==> src/rtl/fault_gate_pkg.sv <==
package fault_gate_pkg;
  localparam int unsigned TEMP_W      = 9;
  localparam int unsigned TRIP_TICKS  = 4;
  localparam int unsigned BLANK_TICKS = 7;
  localparam int          HOT_SET_C   = 140;
  localparam int          HOT_CLR_C   = 125;

  typedef logic signed [TEMP_W-1:0] temp_t;
endpackage

==> src/rtl/fg_ocp_hiccup.sv <==
module fg_ocp_hiccup #(
  parameter int unsigned TRIP  = fault_gate_pkg::TRIP_TICKS,
  parameter int unsigned BLANK = fault_gate_pkg::BLANK_TICKS
) (
  input  logic clk_i,
  input  logic rst_ni,
  input  logic tick_i,
  input  logic ilim_i,
  input  logic hold_i,
  output logic hiccup_o
);
  localparam int unsigned RUN_W = (TRIP  > 2) ? $clog2(TRIP)  : 1;
  localparam int unsigned BLK_W = (BLANK > 2) ? $clog2(BLANK) : 1;
  localparam logic [RUN_W-1:0] RUN_LAST = RUN_W'(TRIP - 1);
  localparam logic [BLK_W-1:0] BLK_LAST = BLK_W'(BLANK - 1);

  logic [RUN_W-1:0] run_q;
  logic [BLK_W-1:0] blk_q;
  logic             hic_q;

  always_ff @(posedge clk_i or negedge rst_ni) begin
    if (!rst_ni) begin
      run_q <= '0;
      blk_q <= '0;
      hic_q <= 1'b0;
    end else if (hold_i) begin
      run_q <= '0;
      blk_q <= '0;
      hic_q <= 1'b0;
    end else if (tick_i) begin
      if (hic_q) begin
        run_q <= '0;
        if (blk_q == '0) hic_q <= 1'b0;
        else             blk_q <= blk_q - 1'b1;
      end else if (ilim_i) begin
        if (run_q == RUN_LAST) begin
          run_q <= '0;
          blk_q <= BLK_LAST;
          hic_q <= 1'b1;
        end else begin
          run_q <= run_q + 1'b1;
        end
      end else begin
        run_q <= '0;
      end
    end
  end

  assign hiccup_o = hic_q;


  hic_rise_chk: assert property (@(posedge clk_i) disable iff (!rst_ni)
    $rose(hic_q) |-> $past(tick_i && ilim_i && !hold_i));

  hold_clear_chk: assert property (@(posedge clk_i) disable iff (!rst_ni)
    $past(hold_i) |-> (!hic_q && run_q == '0));

  idle_stable_chk: assert property (@(posedge clk_i) disable iff (!rst_ni)
    $past(!tick_i && !hold_i) |-> ($stable(run_q) && $stable(blk_q) && $stable(hic_q)));

  blk_only_in_hic_chk: assert property (@(posedge clk_i) disable iff (!rst_ni)
    (blk_q != '0) |-> hic_q);

  run_idle_in_hic_chk: assert property (@(posedge clk_i) disable iff (!rst_ni)
    hic_q |-> (run_q == '0));
endmodule

==> src/rtl/fg_thermal.sv <==
module fg_thermal
  import fault_gate_pkg::*;
#(
  parameter int SET_C = HOT_SET_C,
  parameter int CLR_C = HOT_CLR_C
) (
  input  logic  clk_i,
  input  logic  rst_ni,
  input  logic  tick_i,
  input  temp_t temp_i,
  output logic  hot_o
);
  localparam temp_t SET_T = temp_t'(SET_C);
  localparam temp_t CLR_T = temp_t'(CLR_C);

  logic hot_q;

  always_ff @(posedge clk_i or negedge rst_ni) begin
    if (!rst_ni)                          hot_q <= 1'b0;
    else if (tick_i && temp_i >= SET_T)   hot_q <= 1'b1;
    else if (tick_i && temp_i <= CLR_T)   hot_q <= 1'b0;
  end

  assign hot_o = hot_q;


  hot_set_chk: assert property (@(posedge clk_i) disable iff (!rst_ni)
    $rose(hot_q) |-> $past(tick_i && temp_i >= SET_T));

  hot_clr_chk: assert property (@(posedge clk_i) disable iff (!rst_ni)
    $fell(hot_q) |-> $past(tick_i && temp_i <= CLR_T));
endmodule

==> src/rtl/fault_gate.sv <==
module fault_gate
  import fault_gate_pkg::*;
(
  input  logic                     clk_i,
  input  logic                     rst_ni,
  input  logic                     tick_i,
  input  logic                     ilim_i,
  input  logic signed [TEMP_W-1:0] temp_i,
  input  logic                     uvlo_i,
  input  logic                     en_i,
  output logic                     sw_en_o,
  output logic                     hiccup_o,
  output logic                     thermal_o
);
  logic hold;
  logic hic;
  logic hot;

  assign hold = !en_i || uvlo_i;

  fg_ocp_hiccup #(.TRIP(TRIP_TICKS), .BLANK(BLANK_TICKS)) u_ocp (
    .clk_i    (clk_i),
    .rst_ni   (rst_ni),
    .tick_i   (tick_i),
    .ilim_i   (ilim_i),
    .hold_i   (hold),
    .hiccup_o (hic)
  );

  fg_thermal #(.SET_C(HOT_SET_C), .CLR_C(HOT_CLR_C)) u_thm (
    .clk_i  (clk_i),
    .rst_ni (rst_ni),
    .tick_i (tick_i),
    .temp_i (temp_i),
    .hot_o  (hot)
  );

  assign sw_en_o   = !hold && !hic && !hot;
  assign hiccup_o  = hic;
  assign thermal_o = hot;


  no_switch_in_fault_chk: assert property (@(posedge clk_i) disable iff (!rst_ni)
    (hiccup_o || thermal_o || uvlo_i) |-> !sw_en_o);
endmodule

==> config.mk <==
export PLATFORM = sky130hd
export DESIGN_NAME = fault_gate
export DESIGN_NICKNAME = d
export VERILOG_FILES = /design/src/rtl/fault_gate_pkg.sv /design/src/rtl/fg_ocp_hiccup.sv /design/src/rtl/fg_thermal.sv /design/src/rtl/fault_gate.sv
export SDC_FILE = /design/constraint.sdc
export NUM_CORES = 1
export LEC_CHECK = 0
export BUFFER_PORTS_ARGS = -buffer_cell sky130_fd_sc_hd__buf_2
export CAP_MARGIN = 20
export CELL_PAD_IN_SITES_DETAIL_PLACEMENT = 0
export CELL_PAD_IN_SITES_GLOBAL_PLACEMENT = 1
export CORE_UTILIZATION = 35
export DETAILED_ROUTE_END_ITERATION = 8
export PLACE_DENSITY_LB_ADDON = 0.1
export SYNTH_ARGS = -nofsm -noshare
export SYNTH_HDL_FRONTEND = slang
export SYNTH_SLANG_ARGS = --single-unit
==> constraint.sdc <==
create_clock -name clk_i -period 1.9 [get_ports clk_i]
set_input_delay 0.19 -clock clk_i [delete_from_list [all_inputs] [get_ports clk_i]]
set_output_delay 0.19 -clock clk_i [all_outputs]
set_load 0.02 [all_outputs]
* Word level (Yosys, flattened, before mapping)
Index checks and enable logic that the tools add are counted.
Storage, ports and cells: ROM bits 0, flip-flop bits (word level) 7, latch bits 0, output and inout port bits 3, memories kept 0, input bits 15, bits in writable memories 0
Operators by class: div/mod/pow operators 0, add/subtract/negate cells 2, $mul 0, equality and inequality tests 2, shift operators 0, bitwise logic cells 0, magnitude comparators 2, reduce and logical (&&, ||, !) cells 15, muxes and demuxes 19
Operators with widths (number):
- two-way mux 3 bit | 6
- two-way mux 2 bit | 5
- greater-or-equal comparator 9 bit (second input constant) | 1
- <= comparator 9 x 8 -> 1 bit (second input constant) | 1
- two-way mux 1 bit | 8
- nonzero test 3 bit | 2
- logical AND 1 bit | 4
- zero test 1 bit | 4
- AND reduction 4 bit | 1
- nonzero test 2 bit | 2
- zero test 3 bit | 1
- inequality test 3 bit (second input constant) | 1
- subtractor 3 x 1 -> 3 bit (second input constant) | 1
- adder 2 x 1 -> 2 bit (second input constant) | 1
- == test 2 bit (second input constant) | 1
- logical OR 1 bit | 1

* Longest topological paths before layout
Gate-level depths: netlist (run 1).
depth after elaboration 6, mapped depth 5

* Hierarchy
From an unflattened synthesis (run 1), not the netlist that was laid out.
Second synthesis, totals: cells, all modules 47, area, all modules 457.9 um^2
Modules (own cells, without submodules):
- fg_ocp_hiccup | instances 1, cells each 37, area an instance 365.4 um^2
- fg_thermal | instances 1, cells each 8, area an instance 71.3 um^2
- fault_gate | instances 1, cells each 2, area an instance 21.3 um^2

* Worst setup path before layout (run 1)
OpenSTA, ideal clock, no wires.
kind register to output, start point reg u_ocp.hic_q (netlist: u_ocp.hiccup_o), end point out sw_en_o, setup slack 0.592 ns, cell stages (with the launch flop) 3, path buffers 1, arrival 1.118 ns, path through dfrtp_1 buf_6 nor3_1
On the way: longest elaborated chain between the ends 3
RTL lines:
- from (decl) | line fg_ocp_hiccup.sv:19 | logic hic_q;
- from (signal assigned) | line fg_ocp_hiccup.sv:25 | hic_q <= 1'b0;
- from (signal assigned) | line fg_ocp_hiccup.sv:29 | hic_q <= 1'b0;
- from (signal assigned) | line fg_ocp_hiccup.sv:33 | if (blk_q == '0) hic_q <= 1'b0;
- zero test 1 bit | line fault_gate.sv:38 | assign sw_en_o = !hold && !hic && !hot;
- logical AND 1 bit (2 in a row) | line fault_gate.sv:38
- to (decl) | line fault_gate.sv:11 | output logic sw_en_o,
No other way between the ends.

* Worst setup path in the final report (run 1)
start point reg u_ocp.blk_q[0], end point reg u_ocp.blk_q[0]
On the way: longest elaborated chain between the ends 5, elaborated cells between the ends (all ways) 8
RTL lines:
- from (decl) | line fg_ocp_hiccup.sv:18 | logic [BLK_W-1:0] blk_q;
- from (signal assigned) | line fg_ocp_hiccup.sv:34 | else blk_q <= blk_q - 1'b1;
- subtractor 3 x 1 -> 3 bit | line fg_ocp_hiccup.sv:34
- two-way mux 3 bit | line fg_ocp_hiccup.sv:33
- two-way mux 3 bit | line fg_ocp_hiccup.sv:31 | if (hic_q) begin
- two-way mux 3 bit | line fg_ocp_hiccup.sv:30 | end else if (tick_i) begin
- two-way mux 3 bit | line fg_ocp_hiccup.sv:26 | end else if (hold_i) begin
Parallel ways exist; a longest one is shown, timed or not. The select of a mux whose other input is x is not followed. A chain may end at the register's enable or synchronous reset.

==> results of run 1 <==
==> critical path: stages, from the launching register on <==
cell and delay [ns]:
dfrtp_1 0.31, inv_1 0.07, ha_1 0.20, nor2b_2 0.18, o22a_4 0.27, o2111a_1 0.23
==> through the flow <==
| stage | power (mW) | utilization [%] | cell area [um^2] |
|---|---|---|---|
| after global placement | 0.198 | 46.7 | 547 |
| after floorplan | 0.174 | - | 465 |
| after global routing | 0.354 | 49.8 | 583 |
| after CTS | 0.337 | 49.8 | 583 |
| after detailed placement | 0.198 | 46.7 | 547 |
| final | 0.329 | 49.8 | 583 |
==> worst paths after layout <==
kind,depth (start not counted),startpoint,endpoint,slack (ns)
max,5,u_ocp.blk_q[0]$_DFFE_PN0P_,u_ocp.blk_q[0]$_DFFE_PN0P_,0.53
min,2,en_i,u_ocp.blk_q[0]$_DFFE_PN0P_,0.19
max reg2reg,5,u_ocp.blk_q[0]$_DFFE_PN0P_,u_ocp.blk_q[0]$_DFFE_PN0P_,0.53
min reg2reg,2,u_ocp.run_q[1]$_DFFE_PN0N_,u_ocp.run_q[1]$_DFFE_PN0N_,0.54
max in group asynchronous,2,rst_ni,u_thm.hot_o$_DFFE_PN0P_,1.43
min in group asynchronous,2,rst_ni,u_ocp.hiccup_o$_DFFE_PN0N_,0.30
==> cells by family (layout without fill, tap and decap cells) <==
group	after synthesis	in the layout	share of synthesized area [%]
adders and majority gates	3	3	8.07
AOI/OAI and AO/OA	13	13	25.3
buffers and inverters	7	26	7.53
and+or+nand+nor	18	18	21.5
DFF	7	7	37.6
==> power breakdown <==
part           switching [mW]  internal, mW
Combinational          0.0235        0.0194
Clock                  0.0521        0.0800
Sequential            0.00224         0.151
==> area by class of cell <==
type | count | area share [%]
well taps | 14 | 3.00
repair buffers | 17 | 15.5
flip-flops and latches | 7 | 30.0
clock buffers | 4 | 4.51
inverters | 5 | 3.22
multi-input cells | 34 | 43.8
==> state kept, by name, summed over array words and instances, names as in the netlist <==
name,flops
u_ocp.blk_q,3
u_ocp.run_q,2
u_ocp.hiccup_o,1
u_thm.hot_o,1
==> routing by layer <==
metal / up-vias / GRT usage [%] / wire length [um]
met4: 0 / 7.76 / 0
met5: - / 0 / 0
li1: 216 / - / -
met3: 0 / 6.98 / 55
met2: 16 / 21.6 / 370
met1: 174 / 22.9 / 489
==> cells in the final DEF, fill, tap and decap left out, types with 3 or more instances in the layout <==
cell type  instances
dfrtp_1            7
ha_1               3
inv_1              5
clkbuf_4           3
nand2_1            3
buf_2             16
nand3_1            3
==> summary.md, run 1 <==
| Metric | Value |
|---|---|
| Clk root buf | `clkbuf_4` |
| Critical path type | `flip-flop to flip-flop` |
| Post-CTS Hold Fix Bufs | `1` |
| Synth area leader | `dfrtp_1` |
| Post-synth top cells | `dfrtp_1, inv_1, ha_1, nand2_1, nand3_1` |
| Number of max-cap violations | `0` |
| Initial core utilization | `a little under 40%` |
| DRC | `0` |
| Detailed Route Iter0 Violations | `0` |
| Worst-Skew Late Latency | `0.25 ns` |
| Post CTS Setup Buffer Count | `0` |
| Pre-CTS setup slack | `between 0.5 and 0.6 ns` |
| # port buffers | `16` |
| Achievable frequency | `732 MHz` |
| Via Count | `roughly 410` |
| Crit end category | `flip-flop` |
| Die footprint | `roughly 1500 um^2` |
| Count leader, synth | `dfrtp_1` |
| Run status | `finished, final reports clean` |
| Min cycle time layout | `between 1 and 1.5 ns` |
| Cell row count | `12` |
| Reg area | `approximately 180 um^2` |
| Placed Instances | `76` |
| CTS Buf Count | `3` |
| Layout fillers | `124` |
| CP Launch Type | `flip-flop` |
| RSZ-0062 raised after global routing | `false` |
| Avg Cell Area, Syn | `approximately 9.7 um^2` |
| Largest net degree at the start of global routing | `13` |
| First-pass GRT wire length | `1640 um` |
| # diodes | `0` |
| Post-synth top area share | `a little under two fifths` |
| Final RePlAce weighted congestion | `just under 0.7` |
| Max FO, Critical Path | `4` |
| Synth-to-Final Area Change | `25.3%` |
| Syn Std Cell Area | `between 400 and 500 um^2` |
| Post-route insts no fill | `a little over 80` |
| Leakage Power | `roughly 0.26 nW` |
| Yosys warnings | `0` |
| Synth Flop Type | `dfrtp_1` |
| Asr flop ratio synth | `100%` |
| GR Overflow Total | `0` |
| Post-route ant nets | `0` |
| DP HPWL | `730 um` |
| CTS Sinks | `7` |
| Critical Path RT | `2.04 ns` |
| Hold Violations, Final | `0` |
| Share of cells above drive strength 1 | `35.8%` |
| DRT Pass-1 Iters | `1` |
| Post-route setup slack | `0.534 ns` |
| Setup Skew | `between 0.005 and 0.006 ns` |
| Final setup viols | `0` |
| Final net count | `86` |
| Slew margin rel. | `between 70% and 80%` |
| Max Root-Sink Buffers | `2` |
| Critical path data arrival time | `around 1.5 ns` |
| Area occupied by multi-input gates | `roughly 260 um^2` |
| Fin crit share | `just over 70%` |
| Post-synthesis sequential area ratio | `around 38%` |
| CORE AREA | `approximately 1200 um^2` |
| Worst-margin pin slew | `between 0.3 and 0.4 ns` |
| CTS clk-pin slew, worst paths | `about 0.050 ns` |
| Die Ht | `roughly 38 um` |
| Final-report max-slew violation count | `0` |
| Initial antenna violation count | `0` |
| Hold_ws | `about 0.19 ns` |
| Setup TNS | `0 ns` |
| TritonCTS clock tree | `done` |
| GRT Overall Usage | `between 10% and 20%` |
| Max VDD drop | `between 200 and 300 uV` |
| Final wirelength | `915 um` |
| H-tree levels | `1` |
| Post-DR wirelength/cell | `around 11 um` |
| Post-synth net total | `66` |
| Top Ports | `18` |
| Number of global-route vias before repair | `380` |
| Seq cells post-synth | `7` |
| Worst Hold Class | `input pin to flip-flop` |
| Post-CTS Resized | `0` |
| Synth area leaders | `dfrtp_1, ha_1, a221oi_2` |
| Chip width | `38.5 um` |
| Number of synthesized flops with an enable pin | `0` |
| Vias/cell | `~5` |
| Netlist cell types | `26` |
| Mapped Cells | `48` |
| PwrDens | `564 nW/um^2` |
Power figures use the tool's default switching activity.
==> run 2: changes to the inputs <==
--- a/config.mk
+++ b/config.mk
@@ -9,7 +9,7 @@
 export CAP_MARGIN = 20
 export CELL_PAD_IN_SITES_DETAIL_PLACEMENT = 0
 export CELL_PAD_IN_SITES_GLOBAL_PLACEMENT = 1
-export CORE_UTILIZATION = 35
+export CORE_UTILIZATION = 33
 export DETAILED_ROUTE_END_ITERATION = 8
 export PLACE_DENSITY_LB_ADDON = 0.1
 export SYNTH_ARGS = -nofsm -noshare
==> constraint.sdc (replaced) <==
create_clock -name clk_i -period 1.29 [get_ports clk_i]
set_input_delay 0.129 -clock clk_i [delete_from_list [all_inputs] [get_ports clk_i]]
set_output_delay 0.129 -clock clk_i [all_outputs]
set_load 0.02 [all_outputs]
==> run 2 against run 1 <==
Net effect: register-to-register slack got worse by 0.51 ns; sequential cell count unchanged; clock skew decreased by 0.0034 ns; non-clock buffer count increased by 5; critical endpoint unchanged; global-route usage decreased by 0.73 points; fmax increased by 8.0%; sequential power increased by 47%.
==> summary.md, run 2 (synthesis results as in run 1) <==
| Metric | Value |
|---|---|
| Post-route ant nets | `0 (unchanged)` |
| Vias/cell | `5.21 (+3.9%)` |
| GR Util met2 | `25.0% (+3.4 points)` |
| Core Util, Final | `50.7% (+0.89 points)` |
| Via Count | `453 (+12%)` |
| Fin area | `659 um^2 (+13%)` |
| Chip width | `39.6 um (+2.8%)` |
| Clk root buf | `clkbuf_4` |
| GRT Overall Usage | `15.8% (-0.73 points)` |
| PwrDens | `755 nW/um^2 (+34%)` |
| Max FO, Critical Path | `3 (-1)` |
| CTS Buf Count | `3 (unchanged)` |
| Crit end category | `flip-flop` |
| Reg with most FFs | `u_ocp.blk_q` |
| Worst Hold Class | `input pin to flip-flop` |
| Fin crit share | `98.1% (+26 points)` |
| Detailed Route Iter0 Violations | `3 (+3)` |
| DRT Pass-1 Iters | `3 (+2)` |
| GR peak layer | `met2` |
| # port buffers | `16 (unchanged)` |
| Critical path's slowest cell | `dfrtp_1` |
| Crit-path leading delay family | `compound AO/OA/AOI/OAI gates` |
| Worst-margin pin slew | `0.277 ns (-0.0358 ns)` |
| Share of cells above drive strength 1 | `45.8% (+10 points)` |
| GR Overflow Total | `0 (unchanged)` |
| DRC | `0 (unchanged)` |
| CORE AREA | `1300 um^2 (+11%)` |
| Post-DR wirelength/cell | `12.6 um (+11%)` |
| GR Layer Usage met3 | `3.41% (-3.6 points)` |
| Final wirelength | `1090 um (+20%)` |
| CTS Sinks | `7 (unchanged)` |
| Largest net degree at the start of global routing | `13 (unchanged)` |
| Final net count | `91 (+5.8%)` |
| Cell Chain, Critical Path | `inv_2 > ha_4 > nor2b_4 > o22a_4 > o2111a_1` |
| Run status | `finished, final reports clean` |
| DP HPWL | `778 um (+6.6%)` |
| Initial antenna violation count | `0 (unchanged)` |
| TritonCTS clock tree | `done` |
| # diodes | `0 (unchanged)` |
| Post-DP Area | `578 um^2 (+5.7%)` |
| Slew margin rel. | `81.5% (+2.3 points)` |
| Cell row count | `13 (+1)` |
| CP bufs+invs | `1 (unchanged)` |
| Initial core utilization | `35.8% (-4.0 points)` |
| Commonest non-fill, non-tap cells in the layout | `buf_2, dfrtp_1, buf_4` |
| Synth-to-Final Area Change | `41.7%` |
| Pre-CTS setup slack | `-0.0404 ns (-0.587 ns)` |
| First-pass GRT wire length | `1590 um (-2.6%)` |
| Critical path data arrival time | `1.40 ns (-0.10 ns)` |
| Number of max-cap violations | `0 (unchanged)` |
| Achievable frequency | `790 MHz (+8.0%)` |
| Reg area | `175 um^2 (unchanged)` |
| Area occupied by multi-input gates | `290 um^2 (+14%)` |
| Max VDD drop | `598 uV (+120%)` |
| Final RePlAce weighted congestion | `0.710 (+4.3%)` |
| Number of global-route vias before repair | `396 (+4.2%)` |
| Layout fillers | `140 (+13%)` |
| Die footprint | `1560 um^2 (+5.7%)` |
| Max Root-Sink Buffers | `2 (unchanged)` |
| CP max stage delay | `0.34 ns (+0.03 ns)` |
| Number of flip-flops in the largest register | `3 (unchanged)` |
| Critical Path RT | `1.42 ns (-0.62 ns)` |
| Worst-Skew Late Latency | `0.25 ns (about the same)` |
| Critical path type | `flip-flop to flip-flop` |
| Most common cell after layout, fill and taps aside | `buf_2` |
| Top Ports | `18 (unchanged)` |
| RSZ-0062 raised after global routing | `true` |
| Final-report max-slew violation count | `0 (unchanged)` |
| Die Ht | `39.6 um (+2.8%)` |
| Leakage Power | `0.296 nW (+14%)` |
| Overall power | `0.498 mW (+51%)` |
| GR Util met1 | `19.9% (-3.0 points)` |
| Hold Violations, Final | `0 (unchanged)` |
| Setup Skew | `0.00253 ns (-0.00339 ns)` |
| CP Launch Type | `flip-flop` |
| Min cycle time layout | `1.27 ns (-0.101 ns)` |
| Largest regs | `u_ocp.blk_q: 3 flops, u_ocp.run_q: 2 flops` |
| H-tree levels | `1 (unchanged)` |
| Post-route setup slack | `0.0245 ns (-0.509 ns)` |
| Final setup viols | `0 (unchanged)` |
| CTS clk-pin slew, worst paths | `0.05 ns (about the same)` |
[run 2: metal layers]
metal / part of all wire [%] / vias up
li1: - / 230
met1: 47 / 214
met2: 49 / 5
met3: 2.2 / 4
met4: 1.9 / 0
met5: 0 / -
[run 2: area by class of cell]
type,count,share of cell area [%]
multi-input cells,34,44.0
inverters,5,2.85
flip-flops and latches,7,26.6
well taps,15,2.85
clock buffers,4,3.98
repair buffers,22,19.7
[run 2: report_power, final]
part | internal [mW] | total [mW] | switching (mW)
Sequential | 0.223 | 0.226 | 0.00346
Clock | 0.118 | 0.206 | 0.0872
Combinational | 0.0304 | 0.0659 | 0.0355
[run 2: through the flow]
step,TNS (ns),cells,hold WS [ns]
after floorplan,0,48,-0.167
after global placement,-0.0219,81,-0.0257
after detailed placement,-0.0566,81,-0.0226
after CTS,0,87,0.134
after global routing,-0.0472,87,0.145
final,0,87,0.145
[run 2: final timing paths]
check	startpoint	endpoint	slack [ns]	cells past startpoint
max in group asynchronous	rst_ni	u_ocp.run_q[1]$_DFFE_PN0N_	0.88	2
max reg2reg	u_ocp.blk_q[0]$_DFFE_PN0P_	u_ocp.blk_q[0]$_DFFE_PN0P_	0.02	5
min reg2reg	u_ocp.run_q[0]$_DFFE_PN0N_	u_ocp.run_q[0]$_DFFE_PN0N_	0.60	2
min in group asynchronous	rst_ni	u_ocp.blk_q[2]$_DFFE_PN0P_	0.24	2
min	en_i	u_ocp.blk_q[0]$_DFFE_PN0P_	0.15	2
max	u_ocp.blk_q[0]$_DFFE_PN0P_	u_ocp.blk_q[0]$_DFFE_PN0P_	0.02	5
[run 2: what timing repair did]
item | in CTS | in global routing
hold buffers | 1 | 0
gates resized for setup | 3 | 6
setup endpoints to repair | 3 | 4
gates cloned | 0 | 0
setup buffers | 1 | 0
pin swaps | 2 | 3
endpoints found under the hold margin | 7 | 0
